===== src/rtl/reload_timer.sv =====
module reload_timer #(
  parameter int HALF_W = 8
) (
  input  logic              clk,
  input  logic              rst_n,
  input  logic              wr_en,
  input  logic [1:0]        wr_addr,
  input  logic [HALF_W-1:0] wr_data,
  input  logic [1:0]        rd_addr,
  output logic [HALF_W-1:0] rd_data,
  input  logic              presc_tick,
  input  logic              evt_in,
  input  logic              gate_n,
  output logic              irq
);
  localparam logic [1:0] A_LO = 2'd0, A_HI = 2'd1, A_CTL = 2'd2;

  logic [HALF_W-1:0] lo_q, hi_q;
  logic run_q, gate_en_q, evt_mode_q, presc_sel_q, reload_q, ien_q, flag_q;
  logic [2:0] evt_sync;

  wire wr_lo    = wr_en && wr_addr == A_LO;
  wire wr_hi    = wr_en && wr_addr == A_HI;
  wire wr_ctl   = wr_en && wr_addr == A_CTL;
  wire evt_fall = evt_sync[2] & ~evt_sync[1];
  wire tick     = evt_mode_q ? evt_fall : (presc_sel_q ? presc_tick : 1'b1);
  wire cnt_en   = run_q & (~gate_en_q | ~gate_n);
  wire bump     = cnt_en & tick & ~wr_lo & ~wr_hi;
  wire lo_full  = &lo_q;
  wire ovf      = bump & lo_full & (reload_q | (&hi_q));

  always_ff @(posedge clk or negedge rst_n) begin
    if (!rst_n) evt_sync <= '0;
    else        evt_sync <= {evt_sync[1:0], evt_in};
  end

  always_ff @(posedge clk or negedge rst_n) begin
    if (!rst_n) begin
      lo_q <= '0;
      hi_q <= '0;
    end else begin
      if (wr_lo)     lo_q <= wr_data;
      else if (bump) lo_q <= (reload_q && lo_full) ? hi_q : lo_q + 1'b1;
      if (wr_hi)     hi_q <= wr_data;
      else if (bump && !reload_q && lo_full) hi_q <= hi_q + 1'b1;
    end
  end

  always_ff @(posedge clk or negedge rst_n) begin
    if (!rst_n) begin
      {flag_q, ien_q, reload_q, presc_sel_q, evt_mode_q, gate_en_q, run_q} <= '0;
    end else if (wr_ctl) begin
      {flag_q, ien_q, reload_q, presc_sel_q, evt_mode_q, gate_en_q, run_q} <= wr_data[6:0];
    end else if (ovf) begin
      flag_q <= 1'b1;
    end
  end

  assign irq = flag_q & ien_q;

  always_comb begin
    case (rd_addr)
      A_LO:    rd_data = lo_q;
      A_HI:    rd_data = hi_q;
      A_CTL:   rd_data = HALF_W'({flag_q, ien_q, reload_q, presc_sel_q, evt_mode_q, gate_en_q, run_q});
      default: rd_data = '0;
    endcase
  end

  assert_reload_R3: assert property (@(posedge clk) disable iff (!rst_n)
    (reload_q && bump && lo_full) |=> lo_q == $past(hi_q));

  assert_hi_hold_R4: assert property (@(posedge clk) disable iff (!rst_n)
    (reload_q && !wr_hi) |=> hi_q == $past(hi_q));

  assert_flag_set_R5: assert property (@(posedge clk) disable iff (!rst_n)
    (ovf && !wr_ctl) |=> flag_q);

  assert_idle_R7: assert property (@(posedge clk) disable iff (!rst_n)
    (!cnt_en && !wr_lo && !wr_hi) |=> ($stable(lo_q) && $stable(hi_q)));

  assert_wr_prio_R10: assert property (@(posedge clk) disable iff (!rst_n)
    wr_lo |=> lo_q == $past(wr_data));
endmodule


===== config.mk =====
export PLATFORM = sky130hd
export DESIGN_NAME = reload_timer
export DESIGN_NICKNAME = d
export VERILOG_FILES = /design/src/rtl/reload_timer.sv
export SDC_FILE = /design/constraint.sdc
export NUM_CORES = 1
export LEC_CHECK = 0
export ABC_AREA = 1
export BUFFER_PORTS_ARGS = -buffer_cell sky130_fd_sc_hd__buf_2
export CORE_AREA = 2 2 74 76
export DETAILED_ROUTE_END_ITERATION = 10
export DIE_AREA = 0 0 76 78
export GPL_TIMING_DRIVEN = 0
export HOLD_SLACK_MARGIN = 0.05
export SLEW_MARGIN = 10
export SYNTH_ARGS = -nofsm -noshare
export SYNTH_HDL_FRONTEND = slang
export SYNTH_SLANG_ARGS = --single-unit

===== constraint.sdc =====
create_clock -name clk -period 3.1 [get_ports clk]
set_clock_uncertainty 0.1 [all_clocks]
set_input_delay 0.155 -clock clk [delete_from_list [all_inputs] [get_ports clk]]
set_output_delay 0.155 -clock clk [all_outputs]
set_load 0.01 [all_outputs]

==> impl_metrics.env, run 1 <==
export IMPL_outcome="finished, final reports clean"
export IMPL_io_pins=27
export IMPL_reg2regPathDepth=7
export IMPL_drt_pass1_iter_count=4
export IMPL_gp_congestion=0.820
export IMPL_syn_area_sq_um=1750
export IMPL_hold_depth=3
export IMPL_max_cap_violations=0
export IMPL_synth_area_top_cells="dfrtp_1, nand2_1, nand3_1"
export IMPL_diodes=0
export IMPL_synth_cells=261
export IMPL_crit_start="lo_q[1]"
export IMPL_via_per_inst=4.78
export IMPL_max_slew_margin_pct=59.0
export IMPL_synth_common_cells="nand2_1, nand3_1, inv_1, dfrtp_1, o21ai_0"
export IMPL_multiInputGateArea_sq_um=942
export IMPL_synth_top_cell_by_area="dfrtp_1"
export IMPL_synth_edf_count=0
export IMPL_tritoncts="done"
export IMPL_arrival_ns=1.93
export IMPL_power_leakage_uw=0.00110
export IMPL_whs_endpoint="flag_q"
export IMPL_peakVddDrop_mv=0.346
export IMPL_hold_viol_final=0
export IMPL_drc=0
export IMPL_setup_viol=0
export IMPL_syn_area_per_cell_sq_um=6.70
export IMPL_setup_tns_ns=0
export IMPL_postRouteAntennaNets=0
export IMPL_critPathKind="register to register"
export IMPL_rrSetupSlack_ns=1.29
export IMPL_postSynth_asyncResetShare_pct=100
export IMPL_start_util_pct=34.7
export IMPL_core_area_sq_um=5040
export IMPL_tightest_slew_ns=0.615
export IMPL_post_cts_buffers=0
export IMPL_vias=1769
export IMPL_grt_ovfl_total=0
export IMPL_drive_gt1_share_pct=14.0
export IMPL_drt_wl_total_mm=4.73
export IMPL_start_kind="register"
export IMPL_busiest_layer="met2"
export IMPL_insertion_delay_ns=0.28
export IMPL_cts_resized=0
export IMPL_regArea_sq_um=651
export IMPL_clkTransAtPathRegs_ns=0.09
export IMPL_numCtsBuffers=3
export IMPL_max_clock_path_buffers=2
export IMPL_synth_warnings=0
export IMPL_final_nets=321
export IMPL_grt_pass1_wl_mm=8.31
export IMPL_first_iter_violations=140
export IMPL_io_buffers=26
export IMPL_grt_max_degree=27
export IMPL_rsz0062_at_grt="no"
export IMPL_cts_sinks=26
export IMPL_fin_area_sq_um=2110
export IMPL_hold_path_class="primary input to register"
export IMPL_fp_row_count=26
export IMPL_yosys_area_top_type_share_pct=37.2
export IMPL_area_growth_pct=20.7
export IMPL_hpwl_mm=3.66
export IMPL_yosys_register_bits=26
export IMPL_grt_use_met1_pct=22.4
export IMPL_ys_flop_type="dfrtp_1"
export IMPL_grt_pass1_vias=1726
export IMPL_power_density_nw_per_um2=601
export IMPL_fill_cells=537
export IMPL_yosysSeqAreaShare_pct=37.2
export IMPL_die_area_sq_um=5930
export IMPL_min_from="wr_data[6]"
export IMPL_endpoint_kind="register"
export IMPL_globalRouteMet3Util_pct=1.40
export IMPL_path_max_fanout=9
export IMPL_cts_root_buf="clkbuf_8"
export IMPL_postCtsHoldBufs=9
export IMPL_period_minus_slack_ns=1.81
export IMPL_synth_cell_type_count=24
export IMPL_routedWlPerCell_um=12.8
export IMPL_finalCritPeriodShare_pct=58.4
export IMPL_placed_area_sq_um=1970
export IMPL_track_usage_pct=17.3
export IMPL_gr_usage_met2_pct=31.0
export IMPL_syn_nets=281
export IMPL_yosysMostFrequentCell="nand2_1"
export IMPL_final_max_slew_viol_count=0
export IMPL_htreeDepth=1
export IMPL_timing_rr_end="hi_q[5]"
export IMPL_dieHeight_um=78
export IMPL_r2r_start="lo_q[1]"
export IMPL_die_x_um=76
export IMPL_antenna_found_initial=0
export IMPL_fmax_mhz=552
export IMPL_cp_required_ns=3.22
==> sequential cells by signal, summed over array words and instances (netlist names) <==
register,flops
hi_q,8
lo_q,8
evt_sync,3
evt_mode_q,1
flag_q,1
gate_en_q,1
ien_q,1
presc_sel_q,1
reload_q,1
run_q,1
==> critical path: stages (launching register included) <==
cell and delay (ns):
dfrtp_1 0.44, ha_1 0.23, nand2_2 0.11, nor3_4 0.33, nand4_4 0.24, nand2_4 0.17
nand2_1 0.07, nand2_1 0.06
==> stage by stage <==
step | power, uW | setup slack (ns) | hold slack, ns | utilization [%] | cells
6_report | 1270 | 1.29 | 0.0726 | 41.9 | 370
5_1_grt | 1400 | 1.11 | 0.0906 | 41.9 | 370
4_1_cts | 1280 | 1.28 | 0.0666 | 41.9 | 370
3_5_place_dp | 1040 | 1.31 | 0.107 | 39.0 | 357
3_3_place_gp | 1030 | 1.30 | 0.101 | 39.0 | 357
2_1_floorplan | 886 | 1.58 | -0.241 | - | 261
==> layout make-up <==
type	count	share of cell area, %
Buffer	4	0.829
Inverter	37	6.58
Clock buffer	4	2.61
Tap cell	70	4.15
Multi-Input combinational cell	194	44.6
Sequential cell	26	30.8
Timing Repair Buffer	35	10.4
==> worst max path at each step <==
| stage | endpoint | depth (start not counted) |
|---|---|---|
| 2_1_floorplan | hi_q[1] | 7 |
| 3_3_place_gp | hi_q[5] | 7 |
| 3_5_place_dp | hi_q[5] | 7 |
| 4_1_cts | hi_q[0] | 7 |
| 5_1_grt | hi_q[7] | 7 |
| 6_report | hi_q[5] | 7 |
==> power breakdown <==
part | total (uW) | leakage, uW | switching, uW | internal (uW)
Clock | 229 | 0.0000288 | 115 | 114
Combinational | 489 | 0.000752 | 293 | 196
Sequential | 552 | 0.000323 | 119 | 433
==> placed cells by master, fill, tap and decap left out, types with 2 or more instances in the layout <==
| cell | instances |
|---|---|
| o221ai_1 | 6 |
| nand3_1 | 40 |
| nor2_1 | 13 |
| o21ai_0 | 21 |
| clkbuf_1 | 2 |
| dlygate4sd3_1 | 9 |
| dfrtp_1 | 26 |
| ha_1 | 2 |
| clkbuf_8 | 4 |
| nor2_2 | 4 |
| nand3b_1 | 2 |
| a21oi_1 | 4 |
| or2_2 | 2 |
| buf_2 | 28 |
| nand4_1 | 2 |
| inv_1 | 37 |
| nand2_1 | 89 |
==> logic make-up after synthesis <==
family	after synthesis	share of synthesized area (%)
adder cells (fa/ha/maj)	2	1.43
buffers and inverters	41	8.94
XOR/XNOR	2	1.00
flip-flops	26	37.2
AO/OA/AOI/OAI	33	10.9
AND/OR/NAND/NOR	157	40.5
==> metal layers <==
layer | up-vias | part of all wire, %
li1 | 924 | -
met1 | 805 | 46
met2 | 35 | 50
met3 | 5 | 3.4
met4 | 0 | 1.1
met5 | - | 0
No activity file was read; power rests on OpenSTA's default activity.
==> inputs of run 2 (changes only) <==
==> constraint.sdc (replaced) <==
create_clock -name clk -period 1.75 [get_ports clk]
set_clock_uncertainty 0.1 [all_clocks]
set_input_delay 0.0875 -clock clk [delete_from_list [all_inputs] [get_ports clk]]
set_output_delay 0.0875 -clock clk [all_outputs]
set_load 0.01 [all_outputs]
==> run 2 against run 1 <==
  * Register-to-register slack worse by 1.2 ns
  * Global-route usage hardly changed
  * Via count is 1.4% higher
  * Power is 78% higher
  * Critical path depth stayed put
  * Flip-flop and latch count stayed put
  * Combinational power is 78% higher
  * Clock-buffer cell count stayed put
  * Fmax is 10% higher
  * Sequential power is 79% higher
  * Non-clock buffer count is 1 higher
  * Worst hold slack better by 0.073 ns
==> impl_metrics.env, run 2 (synthesis results as in run 1) <==
export IMPL_peakVddDrop_mv=0.611
export IMPL_insertion_delay_ns=0.28
export IMPL_cts_sinks=26
export IMPL_htreeDepth=1
export IMPL_cp_required_ns=1.88
export IMPL_tightest_slew_ns=0.618
export IMPL_rrSetupSlack_ns=0.11
export IMPL_combPwrFrac_pct=38.4
export IMPL_busiest_layer="met2"
export IMPL_routedWlPerCell_um=12.8
export IMPL_core_area_sq_um=5040
export IMPL_finalCritPeriodShare_pct=93.7
export IMPL_io_buffers=26
export IMPL_total_power_uw=2270
export IMPL_fill_cells=537
export IMPL_p_int_uw=1320
export IMPL_antenna_found_initial=0
export IMPL_p_switching_uw=943
export IMPL_first_iter_violations=112
export IMPL_path_max_fanout=9
export IMPL_diodes=0
export IMPL_gp_congestion=0.820
export IMPL_grt_ovfl_total=0
export IMPL_regArea_sq_um=652
export IMPL_fmax_mhz=610
export IMPL_reg2regPathDepth=7
export IMPL_track_usage_pct=17.3
export IMPL_pwr_share_clk_pct=18.0
export IMPL_endpoint_kind="register"
export IMPL_fin_area_sq_um=2140
export IMPL_vias=1793
export IMPL_swShare_pct=41.6
export IMPL_power_density_nw_per_um2=1060
export IMPL_final_cell_mix="nand2_1, nand3_1, inv_1"
export IMPL_period_minus_slack_ns=1.64
export IMPL_hpwl_mm=3.66
export IMPL_setup_viol=0
export IMPL_seq_power_share_pct=43.6
export IMPL_arrival_ns=1.77
export IMPL_drc=0
export IMPL_drive_gt1_share_pct=15.3
export IMPL_final_max_slew_viol_count=0
export IMPL_outcome="finished, final reports clean"
export IMPL_globalRouteMet3Util_pct=1.40
export IMPL_cts_root_buf="clkbuf_8"
export IMPL_die_area_sq_um=5930
export IMPL_max_cap_violations=0
export IMPL_grt_max_degree=27
export IMPL_gr_usage_met2_pct=31.1
export IMPL_tritoncts="done"
export IMPL_hold_depth=6
export IMPL_max_clock_path_buffers=2
export IMPL_final_nets=322
export IMPL_area_growth_pct=22.3
export IMPL_fp_row_count=26
export IMPL_timing_rr_end="hi_q[5]"
export IMPL_grt_pass1_wl_mm=8.33
export IMPL_drt_pass1_iter_count=4
export IMPL_multiInputGateArea_sq_um=955
export IMPL_final_common_cell="nand2_1"
export IMPL_start_kind="register"
export IMPL_r2r_start="lo_q[0]"
export IMPL_rsz0062_at_grt="yes"
export IMPL_critPathKind="register to register"
export IMPL_drt_wl_total_mm=4.75
export IMPL_die_x_um=76
export IMPL_via_per_inst=4.83
export IMPL_power_leakage_uw=0.00111
export IMPL_start_util_pct=34.7
export IMPL_clkTransAtPathRegs_ns=0.10
export IMPL_placed_area_sq_um=1970
export IMPL_postRouteAntennaNets=0
export IMPL_dieHeight_um=78
export IMPL_numCtsBuffers=3
export IMPL_grt_pass1_vias=1728
export IMPL_top_regs="hi_q (8), lo_q (8), evt_sync (3)"
export IMPL_max_slew_margin_pct=58.8
export IMPL_io_pins=27
export IMPL_fin_hold_ws_ns=0.146
export IMPL_hold_viol_final=0
export IMPL_min_from="wr_addr[1]"
export IMPL_grt_use_met1_pct=22.4
export IMPL_hold_path_class="primary input to register"
export IMPL_whs_endpoint="hi_q[7]"
-- run 2: cell types whose count changed in the layout (fill, tap and decap cells not counted) --
cell / before / now
o21ai_0: 21 / 20
nor2_4: 0 / 1
buf_4: 0 / 1
dfrtp_2: 0 / 1
clkbuf_1: 2 / 1
nand3_2: 0 / 1
dfrtp_1: 26 / 25
nand3_1: 40 / 39
dlygate4sd3_1: 9 / 10
o21ai_1: 0 / 1
nor2_1: 13 / 12
-- run 2: through the flow --
step	TNS (ns)	std cells	setup WS (ns)	util [%]
2_1_floorplan	0	261	0.228	-
3_3_place_gp	-0.392	357	-0.0525	39.0
3_5_place_dp	-0.262	357	-0.0376	39.0
4_1_cts	0	372	0.0336	42.2
5_1_grt	-0.174	371	-0.0285	42.4
6_report	0	371	0.110	42.4
-- run 2: timing repair --
action | in CTS | in global routing
hold buffers | 10 | 0
setup buffers | 1 | 0
setup endpoints to repair | 8 | 18
hold endpoints to repair | 42 | 0
pin swaps | 1 | 0
gates resized for setup | 0 | 5
-- run 2: worst max path at each step --
stage / cells after the start / end / startpoint / slack [ns]
6_report: 7 / hi_q[5] / lo_q[0] / 0.11
5_1_grt: 7 / lo_q[7] / lo_q[0] / -0.03
4_1_cts: 8 / lo_q[5] / gate_en_q / 0.03
3_5_place_dp: 7 / hi_q[5] / lo_q[1] / -0.04
3_3_place_gp: 7 / hi_q[5] / lo_q[1] / -0.05
2_1_floorplan: 7 / hi_q[1] / lo_q[1] / 0.23
-- run 2: final cells by class --
| class | instances | share of cell area [%] |
|---|---|---|
| multi-input cells | 194 | 44.6 |
| flip-flops and latches | 26 | 30.5 |
| repair buffers | 37 | 11.1 |
| inverters | 37 | 6.49 |
| well taps | 70 | 4.09 |
| clock buffers | 4 | 2.57 |
| plain buffers | 3 | 0.643 |
-- run 2: critical path, cell delays in order (launching register included) --
cell and delay, ns:
dfrtp_1 0.41, ha_1 0.22, nand2_2 0.12, nor3_4 0.21, nand4_4 0.23, nand2_4 0.17
nand2_1 0.07, nand2_1 0.06
-- run 2: power by group through the flow --
stage	registers [uW]	logic, uW	clock network [uW]
after global placement	989	842	0
after global routing	1030	1010	448
final	988	869	408
after detailed placement	988	847	0
after CTS	974	870	417
after floorplan	928	642	0
-- run 2: metal layers --
metal  vias up  wire, um
met5         -         0
met4         0        52
met3         5       124
met2        36      2400
met1       824      2170
li1        928         -
